### config.mk
export PLATFORM = sky130hd
export DESIGN_NAME = ob_clamp_loop
export DESIGN_NICKNAME = d
export VERILOG_FILES = /design/src/rtl/ob_clamp_pkg.sv /design/src/rtl/ob_strobe_cond.sv /design/src/rtl/ob_line_accum.sv /design/src/rtl/ob_avg4.sv /design/src/rtl/ob_offset_ctrl.sv /design/src/rtl/ob_clamp_loop.sv
export SDC_FILE = /design/constraint.sdc
export NUM_CORES = 1
export LEC_CHECK = 0
export BUFFER_PORTS_ARGS = -buffer_cell sky130_fd_sc_hd__buf_2
export CAP_MARGIN = 20
export CORE_MARGIN = 2
export CORE_UTILIZATION = 63
export DETAILED_ROUTE_END_ITERATION = 6
export GPL_TIMING_DRIVEN = 0
export PLACE_DENSITY = 0.81
export SYNTH_ARGS = -nofsm -noshare
export SYNTH_HDL_FRONTEND = slang
export SYNTH_HIERARCHICAL = 1
export SYNTH_SLANG_ARGS = --single-unit
### constraint.sdc
create_clock -name clk -period 7.6 [get_ports clk]
set_input_delay 0.38 -clock clk [delete_from_list [all_inputs] [get_ports clk]]
set_output_delay 0.38 -clock clk [all_outputs]
set_load 0.01 [all_outputs]
### src/rtl/ob_clamp_pkg.sv
package ob_clamp_pkg;
    localparam int CLAMP_W    = 5;
    localparam int CLAMP_BASE = 14;

    typedef enum logic [1:0] {
        CMP_IN   = 2'd0,
        CMP_LOW  = 2'd1,
        CMP_HIGH = 2'd2
    } cmp_e;
endpackage

### src/rtl/ob_strobe_cond.sv
module ob_strobe_cond (
    input  logic clk,
    input  logic rst_n,
    input  logic srst,
    input  logic pol,
    input  logic win_raw,
    input  logic le_raw,
    output logic win,
    output logic le_evt
);
    typedef struct packed {
        logic le_prev;
    } st_t;

    st_t  st_d, st_q;
    logic le_lvl;

    always_comb begin
        win       = pol ? win_raw : ~win_raw;
        le_lvl    = pol ? le_raw : ~le_raw;
        le_evt    = le_lvl & ~st_q.le_prev & ~srst;
        st_d      = st_q;
        st_d.le_prev = le_lvl;
    end

    always_ff @(posedge clk or negedge rst_n) begin
        if (!rst_n) st_q <= '0;
        else        st_q <= st_d;
    end

    // one event per strobe assertion
    p_single_event_r10: assert property (@(posedge clk) disable iff (!rst_n)
        le_evt |=> !le_evt);
endmodule

### src/rtl/ob_line_accum.sv
module ob_line_accum #(
    parameter int DATA_W   = 10,
    parameter int SMP_LOG2 = 4
) (
    input  logic              clk,
    input  logic              rst_n,
    input  logic              srst,
    input  logic              win,
    input  logic              le_evt,
    input  logic [DATA_W-1:0] code,
    output logic              line_valid,
    output logic [DATA_W-1:0] line_avg
);
    localparam int ACC_W = DATA_W + SMP_LOG2;
    localparam int CNT_W = SMP_LOG2 + 1;
    localparam logic [CNT_W-1:0] N_SMP = CNT_W'(1 << SMP_LOG2);

    typedef struct packed {
        logic [ACC_W-1:0] acc;
        logic [CNT_W-1:0] cnt;
    } st_t;

    st_t st_d, st_q;

    always_comb begin
        st_d       = st_q;
        line_valid = le_evt && (st_q.cnt == N_SMP);
        line_avg   = st_q.acc[ACC_W-1:SMP_LOG2];
        if (srst || le_evt) begin
            st_d.acc = '0;
            st_d.cnt = '0;
        end else if (win && (st_q.cnt < N_SMP)) begin
            st_d.acc = st_q.acc + ACC_W'(code);
            st_d.cnt = st_q.cnt + 1'b1;
        end
    end

    always_ff @(posedge clk or negedge rst_n) begin
        if (!rst_n) st_q <= '0;
        else        st_q <= st_d;
    end

    // sample count never passes the window size
    p_count_cap_r2: assert property (@(posedge clk) disable iff (!rst_n)
        st_q.cnt <= N_SMP);
    // a line end restarts collection
    p_restart_r10: assert property (@(posedge clk) disable iff (!rst_n)
        le_evt |=> (st_q.cnt == '0));
endmodule

### src/rtl/ob_avg4.sv
module ob_avg4 #(
    parameter int DATA_W     = 10,
    parameter int DEPTH_LOG2 = 2
) (
    input  logic              clk,
    input  logic              rst_n,
    input  logic              srst,
    input  logic              avg4_en,
    input  logic              line_valid,
    input  logic [DATA_W-1:0] line_avg,
    output logic              det_valid,
    output logic [DATA_W-1:0] det_level
);
    localparam int DEPTH = 1 << DEPTH_LOG2;
    localparam int SUM_W = DATA_W + DEPTH_LOG2;
    localparam logic [DEPTH_LOG2-1:0] LAST = DEPTH_LOG2'(DEPTH - 1);

    typedef struct packed {
        logic [DEPTH-1:0][DATA_W-1:0] taps;
        logic [DEPTH_LOG2-1:0]        wr;
        logic [SUM_W-1:0]             sum;
    } st_t;

    st_t              st_d, st_q;
    logic [SUM_W-1:0] sum_new;

    always_comb begin
        st_d    = st_q;
        sum_new = st_q.sum - SUM_W'(st_q.taps[st_q.wr]) + SUM_W'(line_avg);
        det_valid = line_valid && (!avg4_en || (st_q.wr == LAST));
        det_level = avg4_en ? sum_new[SUM_W-1:DEPTH_LOG2] : line_avg;
        if (srst) begin
            st_d = '0;
        end else if (line_valid) begin
            st_d.taps[st_q.wr] = line_avg;
            st_d.wr            = st_q.wr + 1'b1;
            st_d.sum           = sum_new;
        end
    end

    always_ff @(posedge clk or negedge rst_n) begin
        if (!rst_n) st_q <= '0;
        else        st_q <= st_d;
    end

    // in averaged mode no detection comes from a line that is not qualifying
    p_det_needs_line_r4: assert property (@(posedge clk) disable iff (!rst_n)
        !line_valid |-> !det_valid);
endmodule

### src/rtl/ob_offset_ctrl.sv
module ob_offset_ctrl
    import ob_clamp_pkg::*;
#(
    parameter int DATA_W   = 10,
    parameter int OFS_W    = 6,
    parameter int SETTLE_N = 4
) (
    input  logic                    clk,
    input  logic                    rst_n,
    input  logic                    srst,
    input  logic                    det_valid,
    input  logic [DATA_W-1:0]       det_level,
    input  logic [CLAMP_W-1:0]      clamp_set,
    output logic signed [OFS_W-1:0] ofs,
    output logic                    settled
);
    localparam int CMP_W = DATA_W + 2;
    localparam int SC_W  = $clog2(SETTLE_N + 1);
    localparam logic [SC_W-1:0] SC_FULL = SC_W'(SETTLE_N);
    localparam logic signed [OFS_W-1:0] OFS_MAX = {1'b0, {(OFS_W-1){1'b1}}};
    localparam logic signed [OFS_W-1:0] OFS_MIN = {1'b1, {(OFS_W-1){1'b0}}};

    typedef struct packed {
        logic signed [OFS_W-1:0] ofs;
        logic [SC_W-1:0]         scnt;
    } st_t;

    st_t              st_d, st_q;
    logic [CMP_W-1:0] tgt, lvl;
    cmp_e             cmp;

    always_comb begin
        tgt = (CMP_W'(clamp_set) << 1) + CMP_W'(CLAMP_BASE);
        lvl = CMP_W'(det_level);
        if (lvl > tgt + CMP_W'(1))      cmp = CMP_HIGH;
        else if (lvl + CMP_W'(1) < tgt) cmp = CMP_LOW;
        else                            cmp = CMP_IN;

        st_d = st_q;
        if (srst) begin
            st_d = '0;
        end else if (det_valid) begin
            unique case (cmp)
                CMP_HIGH: begin
                    st_d.scnt = '0;
                    if (st_q.ofs != OFS_MIN) st_d.ofs = st_q.ofs - 1'b1;
                end
                CMP_LOW: begin
                    st_d.scnt = '0;
                    if (st_q.ofs != OFS_MAX) st_d.ofs = st_q.ofs + 1'b1;
                end
                default: begin
                    if (st_q.scnt != SC_FULL) st_d.scnt = st_q.scnt + 1'b1;
                end
            endcase
        end
        ofs     = st_q.ofs;
        settled = (st_q.scnt == SC_FULL);
    end

    always_ff @(posedge clk or negedge rst_n) begin
        if (!rst_n) st_q <= '0;
        else        st_q <= st_d;
    end

    // offset only moves on an update
    p_hold_r5: assert property (@(posedge clk) disable iff (!rst_n)
        (!det_valid && !srst) |=> $stable(ofs));
    // offset moves by at most one step
    p_step_r5: assert property (@(posedge clk) disable iff (!rst_n)
        !srst |=> (ofs == $past(ofs)) || (ofs == $past(ofs) + 1'b1)
                  || (ofs == $past(ofs) - 1'b1));
    // no wrap at the top limit
    p_sat_hi_r6: assert property (@(posedge clk) disable iff (!rst_n)
        (ofs == OFS_MAX && !srst) |=> ofs != OFS_MIN);
    // no wrap at the bottom limit
    p_sat_lo_r6: assert property (@(posedge clk) disable iff (!rst_n)
        (ofs == OFS_MIN && !srst) |=> ofs != OFS_MAX);
    // an out-of-band update clears the flag
    p_settle_clear_r7: assert property (@(posedge clk) disable iff (!rst_n)
        (det_valid && cmp != CMP_IN && !srst) |=> !settled);
    // soft reset clears the loop state
    p_srst_r8: assert property (@(posedge clk) disable iff (!rst_n)
        srst |=> (ofs == '0) && !settled);
endmodule

### src/rtl/ob_clamp_loop.sv
module ob_clamp_loop
    import ob_clamp_pkg::*;
#(
    parameter int DATA_W     = 10,
    parameter int OFS_W      = 6,
    parameter int SMP_LOG2   = 4,
    parameter int DEPTH_LOG2 = 2,
    parameter int SETTLE_N   = 4
) (
    input  logic                    clk,
    input  logic                    rst_n,
    input  logic                    soft_rst_n,
    input  logic                    strobe_pol,
    input  logic                    ob_win_in,
    input  logic                    line_end_in,
    input  logic [DATA_W-1:0]       adc_code,
    input  logic [CLAMP_W-1:0]      clamp_set,
    input  logic                    avg4_en,
    output logic signed [OFS_W-1:0] ofs_word,
    output logic                    settled
);
    logic              srst;
    logic              win, le_evt;
    logic              line_valid, det_valid;
    logic [DATA_W-1:0] line_avg, det_level;

    assign srst = ~soft_rst_n;

    ob_strobe_cond u_strobe (
        .clk(clk), .rst_n(rst_n), .srst(srst), .pol(strobe_pol),
        .win_raw(ob_win_in), .le_raw(line_end_in),
        .win(win), .le_evt(le_evt)
    );

    ob_line_accum #(.DATA_W(DATA_W), .SMP_LOG2(SMP_LOG2)) u_accum (
        .clk(clk), .rst_n(rst_n), .srst(srst), .win(win), .le_evt(le_evt),
        .code(adc_code), .line_valid(line_valid), .line_avg(line_avg)
    );

    ob_avg4 #(.DATA_W(DATA_W), .DEPTH_LOG2(DEPTH_LOG2)) u_avg (
        .clk(clk), .rst_n(rst_n), .srst(srst), .avg4_en(avg4_en),
        .line_valid(line_valid), .line_avg(line_avg),
        .det_valid(det_valid), .det_level(det_level)
    );

    ob_offset_ctrl #(.DATA_W(DATA_W), .OFS_W(OFS_W), .SETTLE_N(SETTLE_N)) u_ctrl (
        .clk(clk), .rst_n(rst_n), .srst(srst), .det_valid(det_valid),
        .det_level(det_level), .clamp_set(clamp_set),
        .ofs(ofs_word), .settled(settled)
    );
endmodule

==> flow_summary.json <==
{
  "cts_made_buffers": 9,
  "fin_util": 0.708,
  "reg2reg_from": "u_avg/st_q[12]",
  "vias": 5282,
  "synth.ff_latch_count": 83,
  "wl_mm": 15.0,
  "cts_buffer_depth": 2,
  "place.gp.congestion": 0.842,
  "comb_power_share": 0.473,
  "postCtsHoldBufs": 1,
  "slew_headroom": 0.339,
  "synth_cell_type_count": 83,
  "grt_antenna_before_repair": 0,
  "place_inst": 872,
  "ys.flop_type": "dfrtp_1",
  "cp.required_ns": 7.87,
  "startpoint": "u_avg/st_q[12]",
  "dr.pass1.iters": 5,
  "synth_nets": 788,
  "fill_cells": 786,
  "clockRootBuffer": "clkbuf_8",
  "avgSynthCellArea_um2": 8.96,
  "switching_share": 0.405,
  "hpwl_mm": 11.3,
  "io-pin-count": 29,
  "criticalPathCategory": "register to register",
  "clkLatencyLatePin_ns": 0.37,
  "layout-drive-gt1-share": 0.156,
  "grt_usage": 0.291,
  "met1_length_mm": 6.46,
  "synth_edf_count": 0,
  "wl_met3_um": 672,
  "synth_cells": 711,
  "hold_viol": 0,
  "synth_top_area_cell": "dfrtp_1",
  "fp.dieW_um": 105,
  "die_area_mm2": 0.0109,
  "crit_fanout": 10,
  "hp-start": "line_end_in",
  "detail-route-antenna-nets": 0,
  "finalSetupTns_ns": 0,
  "min_path_cells": 2,
  "drc_errors": 0,
  "fin_worst_skew_ns": 0.0120,
  "drt-initial-drc-count": 480,
  "cts_tree": "built",
  "slew_viol_final": 0,
  "vdd_drop_max_uv": 162,
  "async_flop_share": 1.00,
  "status": "finished, final reports clean",
  "finalNonFillerCells": 889,
  "rsz0062_at_grt": "no",
  "finalCriticalPeriod_ns": 6.89,
  "synthMostInstantiatedCell": "nand2_1",
  "switchingPower_w": 0.000641,
  "synth_area_leaders": "dfrtp_1 33%, ha_1 8.4%, nand2_1 7.1%, a21oi_1 5.6%, inv_1 4.0%",
  "drv_cap": 0,
  "io_buffer_count": 27,
  "multi_input_area_mm2": 0.00379,
  "pwr-share-seq": 0.312,
  "clock_sinks": 83,
  "grt_pass1_wl_mm": 25.7,
  "layout.nets": 828,
  "yosys-top-cells-count": "120 x nand2_1, 83 x dfrtp_1, 71 x a21oi_1, 68 x inv_1, 43 x ha_1",
  "end_kind": "register",
  "startpoint_type": "register",
  "seq_area_frac_synth": 0.326,
  "clk_pin_slew_ns": 0.09,
  "coreArea_mm2": 0.00977,
  "p_clk_frac": 0.215,
  "rows": 36,
  "p_int_w": 0.000944,
  "routed.top_layer": "met4",
  "grt_pass1_vias": 5367,
  "min_path_type": "input port to register",
  "die_h_um": 105,
  "grt_max_degree": 70,
  "synth_top_area_share": 0.326,
  "worst-slew-pin-transition_ns": 0.982,
  "yosys_warnings": 6,
  "ff2ff_path_depth": 24,
  "cts_resized": 0,
  "max_freq_mhz": 145,
  "ff_latch_area_mm2": 0.00208,
  "antenna_cells": 0,
  "h-tree-depth": 3,
  "syn_area_mm2": 0.00637,
  "grt_overflow_total": 0,
  "holdWs_ns": 0.213,
  "post_cts_buffers": 0,
  "wire_per_inst_um": 16.9,
  "power_density_mw_per_mm2": 229,
  "area_growth_pct": 8.62,
  "period_share": 0.907,
  "route.met2.wl_mm": 7.55,
  "viasPerCell": 5.94,
  "setup_viol": 0,
  "leakagePower_nw": 3.13,
  "start_util": 0.652,
  "worstPathArrival_ns": 7.16
}
==> final cells by class <==
type	instances	area share
Clock buffer	9	0.0179
Timing Repair Buffer	29	0.0253
Tap cell	133	0.0241
Sequential cell	83	0.300
Buffer	40	0.0354
Clock inverter	7	0.0121
Multi-Input combinational cell	520	0.548
Inverter	68	0.0369
==> critical path: stages, from the launching register on <==
cell and delay, ns:
dfrtp_1 0.48, buf_2 0.37, mux4_2 0.59, fa_1 0.50, inv_1 0.04, ha_1 0.35
nor2b_4 0.16, o31ai_2 0.32, a21oi_2 0.14, o311ai_0 0.72, ha_1 0.32, nand3_1 0.09
nor4_1 0.39, nand4_1 0.16, nor2b_1 0.23, a31oi_4 0.09, or2_4 0.33, ha_1 0.28
a21o_1 0.18, a21oi_1 0.24, o21bai_1 0.12, a21oi_1 0.29, nor2_1 0.07, o31a_1 0.24
o311ai_1 0.07
==> flip-flops by register name (all words and copies together) (netlist names) <==
name,count
u_ctrl/st_q,3
u_strobe/st_q,1
u_avg/st_q,54
u_ctrl/ofs,6
u_accum/st_q,9
u_accum/line_avg,10
==> routing by layer <==
layer	track usage	vias to the layer above
li1	-	2529
met1	0.381	2564
met2	0.500	156
met3	0.0424	33
met4	0.0907	0
met5	0	-
==> placed cells by master, fill, tap and decap left out, types with 4 or more instances in the layout <==
cell type	Yosys	layout
dfrtp_1	83	83
nor2b_1	5	5
nand3b_1	4	4
o21ai_0	12	12
a211oi_1	4	4
buf_4	16	17
clkbuf_8	2	11
buf_2	6	32
o21ai_1	6	6
ha_1	43	43
fa_1	12	12
nand2_1	120	120
xnor2_1	14	14
mux2i_1	11	11
clkbuf_1	14	14
a211o_1	5	5
a21oi_2	4	4
a21o_1	11	11
mux4_2	10	10
o211ai_1	7	7
nand2b_1	12	12
or3_1	6	6
nor3_1	8	8
nand3_1	13	13
inv_1	68	68
nor2_1	35	35
mux2_2	7	7
nand4_1	10	10
and2_1	4	4
o21a_1	4	4
xor2_1	13	13
a21oi_1	71	71
o311ai_1	4	4
==> worst paths after layout <==
kind / endpoint / slack [ns]
max reg2reg: u_ctrl/ofs[5] / 0.71
max in group asynchronous: u_accum/st_q[7] / 6.56
min in group asynchronous: u_avg/st_q[9] / 0.41
min reg2reg: u_accum/st_q[8] / 0.51
max: u_ctrl/ofs[5] / 0.71
min: u_strobe/st_q / 0.21
==> kinds of logic (layout without fill, tap and decap cells) <==
logic type               Yosys count  after routing  share of synthesized area
flip-flops                        83             83                      0.326
AND/OR/NAND/NOR                  243            243                      0.183
buffers and inverters            108            153                     0.0786
multiplexers                      28             28                     0.0650
adder cells (fa/ha/maj)           57             57                      0.126
AO/OA/AOI/OAI                    163            163                      0.178
XOR/XNOR                          29             29                     0.0442
==> power groups by stage <==
stage	Combinational [W]	Sequential (W)	Clock, W
global route	0.000827	0.000498	0.000365
finish	0.000750	0.000494	0.000341
floorplan	0.000575	0.000495	0
global placement	0.000697	0.000500	0
detailed placement	0.000736	0.000503	0
CTS	0.000743	0.000494	0.000345
==> metrics by stage <==
| step | instance area [um^2] | setup slack, ns | total power [W] |
|---|---|---|---|
| finish | 6920 | 0.709 | 0.00158 |
| global route | 6920 | 0.370 | 0.00169 |
| CTS | 6920 | 0.789 | 0.00158 |
| detailed placement | 6700 | 0.849 | 0.00124 |
| global placement | 6670 | 1.01 | 0.00120 |
| floorplan | 6370 | 1.62 | 0.00107 |
(Power assumes the default switching activity.)
